`config.mk`:
```
export PLATFORM = sky130hd
export DESIGN_NAME = digipot_top
export DESIGN_NICKNAME = d
export VERILOG_FILES = /design/src/rtl/digipot_pkg.sv /design/src/rtl/digipot_ctrl.sv /design/src/rtl/digipot_regs.sv /design/src/rtl/digipot_top.sv
export SDC_FILE = /design/constraint.sdc
export NUM_CORES = 1
export LEC_CHECK = 0
export BUFFER_PORTS_ARGS = -buffer_cell sky130_fd_sc_hd__buf_4
export CAP_MARGIN = 10
export CORE_ASPECT_RATIO = 1.4
export CORE_UTILIZATION = 55
export DETAILED_ROUTE_END_ITERATION = 8
export PLACE_DENSITY = 0.75
export SLEW_MARGIN = 20
export SYNTH_ARGS = -nofsm -noshare
export SYNTH_HDL_FRONTEND = slang
export SYNTH_SLANG_ARGS = --single-unit
```
`constraint.sdc`:
```
create_clock -name clk -period 4.75 [get_ports clk]
set_input_delay 0.95 -clock clk [delete_from_list [all_inputs] [get_ports clk]]
set_output_delay 0.95 -clock clk [all_outputs]
set_load 0.01 [all_outputs]
```
`src/rtl/digipot_pkg.sv`:
```
package digipot_pkg;
  localparam int NUM_CH  = 4;
  localparam int NUM_DR  = 4;
  localparam int VAL_W   = 6;
  localparam int CH_W    = $clog2(NUM_CH);
  localparam int SEL_W   = $clog2(NUM_DR);
  localparam int BYTE_W  = 8;

  typedef enum logic [3:0] {
    OP_GLB_LOAD  = 4'b0001,
    OP_STEP      = 4'b0010,
    OP_GLB_STORE = 4'b1000,
    OP_RD_WIPER  = 4'b1001,
    OP_WR_WIPER  = 4'b1010,
    OP_RD_DR     = 4'b1011,
    OP_WR_DR     = 4'b1100,
    OP_LOAD      = 4'b1101,
    OP_STORE     = 4'b1110
  } opcode_e;

  typedef enum logic [1:0] {
    PEND_NONE,
    PEND_WIPER,
    PEND_DR,
    PEND_STEP
  } pend_e;

  typedef struct packed {
    logic             recall;
    logic             wrWiper;
    logic             wrDr;
    logic             loadDr;
    logic             storeDr;
    logic             allCh;
    logic             stepMove;
    logic             stepUp;
    logic             rdWiper;
    logic             rdDr;
    logic [CH_W-1:0]  ch;
    logic [SEL_W-1:0] sel;
    logic [VAL_W-1:0] value;
  } dp_strobe_t;
endpackage

```
`src/rtl/digipot_ctrl.sv`:
```
module digipot_ctrl
  import digipot_pkg::*;
#(
  parameter int NV_CYCLES = 500000
) (
  input  logic              clk,
  input  logic              rstN,
  input  logic              wpN,
  input  logic              instrValid,
  input  logic [BYTE_W-1:0] instrByte,
  input  logic              dataValid,
  input  logic [BYTE_W-1:0] dataByte,
  input  logic              stepValid,
  input  logic              stepUp,
  output dp_strobe_t        strobe,
  output logic              busy
);
  localparam int CNT_W = $clog2(NV_CYCLES + 1);

  logic             recallPend;
  pend_e            pend, nextPend;
  logic [CH_W-1:0]  pendCh;
  logic [SEL_W-1:0] pendSel;
  logic [CNT_W-1:0] busyCnt;
  logic             startNv;
  logic             capturePtr;
  logic             unusedHighBits;

  assign unusedHighBits = ^dataByte[BYTE_W-1:VAL_W];
  assign busy = (busyCnt != '0);

  always_comb begin
    strobe     = '0;
    nextPend   = pend;
    startNv    = 1'b0;
    capturePtr = 1'b0;
    strobe.ch    = instrByte[CH_W-1:0];
    strobe.sel   = instrByte[CH_W +: SEL_W];
    strobe.value = dataByte[VAL_W-1:0];
    if (recallPend) begin
      strobe.recall = 1'b1;
    end else if (!busy) begin
      if (instrValid) begin
        case (opcode_e'(instrByte[BYTE_W-1:BYTE_W-4]))
          OP_RD_WIPER: begin
            strobe.rdWiper = 1'b1;
            nextPend = PEND_NONE;
          end
          OP_RD_DR: begin
            strobe.rdDr = 1'b1;
            nextPend = PEND_NONE;
          end
          OP_WR_WIPER: begin
            nextPend = PEND_WIPER;
            capturePtr = 1'b1;
          end
          OP_WR_DR: begin
            nextPend = PEND_DR;
            capturePtr = 1'b1;
          end
          OP_STEP: begin
            nextPend = PEND_STEP;
            capturePtr = 1'b1;
          end
          OP_LOAD: begin
            strobe.loadDr = 1'b1;
            nextPend = PEND_NONE;
          end
          OP_GLB_LOAD: begin
            strobe.loadDr = 1'b1;
            strobe.allCh  = 1'b1;
            nextPend = PEND_NONE;
          end
          OP_STORE: begin
            strobe.storeDr = wpN;
            startNv  = wpN;
            nextPend = PEND_NONE;
          end
          OP_GLB_STORE: begin
            strobe.storeDr = wpN;
            strobe.allCh   = 1'b1;
            startNv  = wpN;
            nextPend = PEND_NONE;
          end
          default: ;
        endcase
      end else if (dataValid && pend == PEND_WIPER) begin
        strobe.wrWiper = 1'b1;
        strobe.ch      = pendCh;
        nextPend       = PEND_NONE;
      end else if (dataValid && pend == PEND_DR) begin
        strobe.wrDr = wpN;
        strobe.ch   = pendCh;
        strobe.sel  = pendSel;
        startNv     = wpN;
        nextPend    = PEND_NONE;
      end else if (stepValid && pend == PEND_STEP) begin
        strobe.stepMove = 1'b1;
        strobe.stepUp   = stepUp;
        strobe.ch       = pendCh;
      end
    end
  end

  always_ff @(posedge clk) begin
    if (!rstN) begin
      recallPend <= 1'b1;
      pend       <= PEND_NONE;
      pendCh     <= '0;
      pendSel    <= '0;
      busyCnt    <= '0;
    end else begin
      recallPend <= 1'b0;
      pend       <= nextPend;
      if (capturePtr) begin
        pendCh  <= instrByte[CH_W-1:0];
        pendSel <= instrByte[CH_W +: SEL_W];
      end
      if (startNv) begin
        busyCnt <= CNT_W'(NV_CYCLES);
      end else if (busyCnt != '0) begin
        busyCnt <= busyCnt - 1'b1;
      end
    end
  end
endmodule

```
`src/rtl/digipot_regs.sv`:
```
module digipot_regs
  import digipot_pkg::*;
#(
  parameter int DR_SEED = 32
) (
  input  logic                    clk,
  input  logic                    rstN,
  input  dp_strobe_t              strobe,
  output logic [NUM_CH*VAL_W-1:0] wiperBus,
  output logic                    rdValid,
  output logic [VAL_W-1:0]        rdData
);
  localparam logic [VAL_W-1:0] WIPER_MAX = {VAL_W{1'b1}};

  logic [NUM_CH*NUM_DR*VAL_W-1:0] drFlat;

  for (genvar c = 0; c < NUM_CH; c++) begin : g_ch
    logic [VAL_W-1:0] wiperQ;
    logic [VAL_W-1:0] drQ [NUM_DR];
    logic             hit;

    assign hit = strobe.allCh || (strobe.ch == CH_W'(c));
    assign wiperBus[c*VAL_W +: VAL_W] = wiperQ;

    always_ff @(posedge clk) begin
      if (!rstN) begin
        wiperQ <= '0;
      end else if (strobe.recall) begin
        wiperQ <= drQ[0];
      end else if (strobe.wrWiper && hit) begin
        wiperQ <= strobe.value;
      end else if (strobe.loadDr && hit) begin
        wiperQ <= drQ[strobe.sel];
      end else if (strobe.stepMove && hit) begin
        if (strobe.stepUp && wiperQ != WIPER_MAX) begin
          wiperQ <= wiperQ + 1'b1;
        end else if (!strobe.stepUp && wiperQ != '0) begin
          wiperQ <= wiperQ - 1'b1;
        end
      end
    end

    for (genvar s = 0; s < NUM_DR; s++) begin : g_dr
      logic slotHit;
      assign slotHit = hit && (strobe.sel == SEL_W'(s));
      assign drFlat[(c*NUM_DR + s)*VAL_W +: VAL_W] = drQ[s];

      always_ff @(posedge clk) begin
        if (!rstN) begin
          drQ[s] <= VAL_W'(DR_SEED + c*NUM_DR + s);
        end else if (strobe.wrDr && slotHit) begin
          drQ[s] <= strobe.value;
        end else if (strobe.storeDr && slotHit) begin
          drQ[s] <= wiperQ;
        end
      end
    end
  end

  always_ff @(posedge clk) begin
    if (!rstN) begin
      rdValid <= 1'b0;
      rdData  <= '0;
    end else begin
      rdValid <= strobe.rdWiper || strobe.rdDr;
      if (strobe.rdWiper) begin
        rdData <= wiperBus[int'(strobe.ch)*VAL_W +: VAL_W];
      end else if (strobe.rdDr) begin
        rdData <= drFlat[(int'(strobe.ch)*NUM_DR + int'(strobe.sel))*VAL_W +: VAL_W];
      end
    end
  end
endmodule

```
`src/rtl/digipot_top.sv`:
```
module digipot_top
  import digipot_pkg::*;
#(
  parameter int NV_CYCLES = 500000,
  parameter int DR_SEED   = 32
) (
  input  logic                    clk,
  input  logic                    rstN,
  input  logic                    wpN,
  input  logic                    instrValid,
  input  logic [BYTE_W-1:0]       instrByte,
  input  logic                    dataValid,
  input  logic [BYTE_W-1:0]       dataByte,
  input  logic                    stepValid,
  input  logic                    stepUp,
  output logic                    rdValid,
  output logic [VAL_W-1:0]        rdData,
  output logic                    busy,
  output logic [NUM_CH*VAL_W-1:0] wiperBus
);
  dp_strobe_t strobe;

  digipot_ctrl #(.NV_CYCLES(NV_CYCLES)) u_ctrl (
    .clk        (clk),
    .rstN       (rstN),
    .wpN        (wpN),
    .instrValid (instrValid),
    .instrByte  (instrByte),
    .dataValid  (dataValid),
    .dataByte   (dataByte),
    .stepValid  (stepValid),
    .stepUp     (stepUp),
    .strobe     (strobe),
    .busy       (busy)
  );

  digipot_regs #(.DR_SEED(DR_SEED)) u_regs (
    .clk      (clk),
    .rstN     (rstN),
    .strobe   (strobe),
    .wiperBus (wiperBus),
    .rdValid  (rdValid),
    .rdData   (rdData)
  );
endmodule

```
==> flow_summary.toml <==
[final_layout]
fill_cells = 1851
drive_gt1_share_pct = 16.7
mostFrequentLayoutCells = "nand2_1, buf_4, nor2_1"
design_area_mm2 = 0.0136
final_nets = 1552
final_util_pct = 64.5
n_antenna_cell = 0
final_common_cell = "nand2_1"
area_delta_synth_final_pct = 14.8

[setup_path]
rrSetupSlack_ps = 330
critical_path.cell_chain = "inv_1, ha_1, nor3b_2, buf_4, nand4_1, o21ai_1, nand2_2, ha_1, ha_1, inv_1, fa_1, nor2b_1, nor2_1, nor2_1, o211ai_1, or4_1, o31ai_2, or4b_4, o21ai_1"
r2r-end = "u_regs.rdData[3]$_SDFFE_PN0P_"
cp_common_cell = "ha_1"
critPathArrivalTime_ps = 4790
critPathCaptureType = "flip-flop"
reg2reg_from = "u_ctrl.busyCnt[0]$_SDFFE_PP0P_"
path_buf_inv = 3
crit_family = "simple AND/OR/NAND/NOR gates"
reg2regPathDepth = 19
path_class = "reg2reg"
slowest_delay_ps = 580
cpMaxStageDelayCell = "or4b_4"
crit_required_ps = 5120
start_kind = "flip-flop"
cp_max_fo = 4

[floorplan]
dieHeight_um = 176
die_area_mm2 = 0.0222
row_count = 63
start_util_pct = 56.1
num_io_pins = 55
die_w_um = 126
core_area_mm2 = 0.0211

[power_and_ir_drop]
swShare_pct = 35.8
pwr-share-seq_pct = 35.9
power_mw = 4.70
clkPwrFrac_pct = 29.2
p_leak_nw = 5.02
p_int_mw = 3.02
cellPowerDensity_mw_per_mm2 = 345
p_comb_share_pct = 34.8
irDropWorstVdd_uv = 522
switching_power_mw = 1.68

[grt]
grt_pass1_vias = 11642
grt_usage_pct = 44.3
grt_pass1_wl_um = 71900
antenna_found_initial = 1
overflow = 0
grt_max_degree = 46

[sta]
fin_skew_ps = 10.0
max_freq_ghz = 0.226
worstMarginPinSlew_ps = 923
min_period_ps = 4420
max-slew-margin-rel_pct = 38.3
finalMaxSlewViolations = 0
setup_viol_count_final = 0
rsz0062_at_grt = "false"
final.period_utilization_pct = 93.1
hold_violations = 0

[cts]
clkTransAtPathRegs_ps = 60
clockBufferDepth = 2
htree_levels = 4
cts_num_sinks = 153
cts_buffers = 17
clockRootBuffer = "clkbuf_16"
cts_tree = "yes"
cts_hold_buf = 0
clk_latency_ps = 440

[hold_path]
hp-class = "reg2reg"
hold_depth = 2
hold_path_end = "u_ctrl.busyCnt[17]$_SDFFE_PN0P_"
min_from = "u_ctrl.busyCnt[17]$_SDFFE_PN0P_"

[placement]
io_buffers = 52
gp_congestion = 1.04
dpl.hpwl_um = 36600
placed_cell_area_mm2 = 0.0130

[run]
cap_viol_max_count = 0

[synth]
synthArstFlopShare_pct = 0
synth_cell_types = 87
ys_ff_latch = 153
synthesis.area_mm2 = 0.0119
syn_avg_cell_area_um2 = 8.35
synth_edf_count = 96
synth_seq_area_share_pct = 33.9
synth-main-ff-cell = "edfxtp_1"
yosysWarningCount = 0
syn_nets = 1477
synthCells = 1420

[drt]
drc = 0
wl_per_cell_um = 27.3
routed_via_density = 7.15
drt_iter0_markers = 1727
dr_total_vias = 12648
ant_nets = 0
wirelength_um = 48200
drt_pass1_iterations = 6

[status]
status = "finished, final reports clean"
[power groups by stage]
stage               clock network [mW]  registers [mW]  logic (mW)
floorplan                            0            1.65        1.05
global placement                     0            1.70        1.56
detailed placement                   0            1.70        1.58
CTS                               1.37            1.68        1.59
global route                      1.43            1.70        1.78
finish                            1.37            1.69        1.64
[what timing repair did]
| action | CTS | global route |
|---|---|---|
| gates resized for setup | 0 | 6 |
| endpoints found under the setup margin | 0 | 7 |
| setup buffers | 0 | 0 |
[tightest hold or removal path, stage by stage, from the launching register on]
cell and delay (ps):
dfxtp_1 320, o21ai_0 70, a21oi_1 60
[through the flow]
stage                     hold slack (ps)  setup slack [ps]  TNS [ps]  cells
after global routing                  522              34.5         0   1768
after CTS                             495              45.1         0   1768
after detailed placement              487             -30.5     -30.5   1736
after global placement                476              44.9         0   1736
final                                 494               328         0   1768
after floorplan                       463              20.7         0   1420
[metal layers]
| layer | GRT usage (%) | vias to the layer above | wire length (µm) |
|---|---|---|---|
| li1 | - | 5550 | - |
| met1 | 55.1 | 5972 | 17500 |
| met3 | 8.59 | 238 | 5080 |
| met4 | 31.4 | 2 | 3910 |
| met5 | 0 | - | 13 |
| met2 | 68.8 | 886 | 21800 |
[state kept, by name, summed over array words and instances, names as in the netlist]
register            flops
u_regs.rdData           6
u_ctrl.pend             2
u_regs.g_ch.drQ        96
u_ctrl.pendSel          2
u_ctrl.busyCnt         19
u_regs.g_ch.wiperQ     24
u_ctrl.recallPend       1
u_regs.rdValid          1
u_ctrl.pendCh           2
[worst max path at each step]
stage | startpoint | to | depth (start not counted)
CTS | u_ctrl.busyCnt[0]$_SDFFE_PP0P_ | u_regs.g_ch[2].wiperQ[5]$_SDFFE_PN0P_ | 17
detailed placement | dataValid | u_regs.g_ch[2].wiperQ[5]$_SDFFE_PN0P_ | 16
global placement | dataValid | u_regs.g_ch[2].wiperQ[5]$_SDFFE_PN0P_ | 16
finish | u_ctrl.busyCnt[0]$_SDFFE_PP0P_ | u_regs.rdData[3]$_SDFFE_PN0P_ | 19
global route | u_ctrl.busyCnt[13]$_SDFFE_PN0P_ | u_regs.rdData[3]$_SDFFE_PN0P_ | 18
floorplan | instrValid | u_regs.rdData[1]$_SDFFE_PN0P_ | 19
[cell usage after synthesis (10+ instances only)]
| cell type | n | area (µm²) |
|---|---|---|
| nand2_1 | 180 | 676 |
| nor2_1 | 136 | 510 |
| a21oi_1 | 109 | 546 |
| edfxtp_1 | 96 | 2880 |
| o21ai_0 | 79 | 395 |
| clkbuf_1 | 72 | 270 |
| mux2i_1 | 62 | 621 |
| dfxtp_1 | 57 | 1140 |
| nand3_1 | 54 | 270 |
| a211oi_1 | 38 | 285 |
| and3_1 | 37 | 231 |
| o22ai_1 | 37 | 231 |
| ha_1 | 29 | 363 |
| o211ai_1 | 28 | 210 |
| inv_1 | 25 | 93.8 |
| nor3_1 | 23 | 115 |
| buf_2 | 22 | 110 |
| a31oi_1 | 21 | 131 |
| xnor2_1 | 20 | 175 |
| a221o_1 | 15 | 150 |
| nand4_1 | 13 | 81.3 |
| nor4_1 | 12 | 75.1 |
| a311oi_1 | 11 | 96.3 |
| and2_1 | 11 | 68.8 |
| nor2b_1 | 11 | 68.8 |
| xor2_1 | 11 | 96.3 |
| o221a_2 | 10 | 113 |
| or3_1 | 10 | 62.6 |
[kinds of logic (layout without fill, tap and decap cells)]
kind of cell	Yosys count	count (layout)	share of synthesized area, %
AOI/OAI and AO/OA	445	445	25.0
xor gates and xnor gates	31	31	2.29
adders and majority gates	34	34	3.90
buffers and inverters	134	222	4.83
DFF	153	153	33.9
muxes	80	80	7.80
and+or+nand+nor	543	543	22.2
[layout make-up]
cell class | instances | area, µm² | area share (%)
clock inverters | 11 | 145 | 1.07
inverters | 30 | 114 | 0.836
clock buffers | 21 | 440 | 3.23
flip-flops and latches | 153 | 4020 | 29.6
multi-input cells | 1133 | 7300 | 53.6
well taps | 260 | 325 | 2.39
repair buffers | 160 | 1260 | 9.28
No activity file was read; power rests on OpenSTA's default activity.
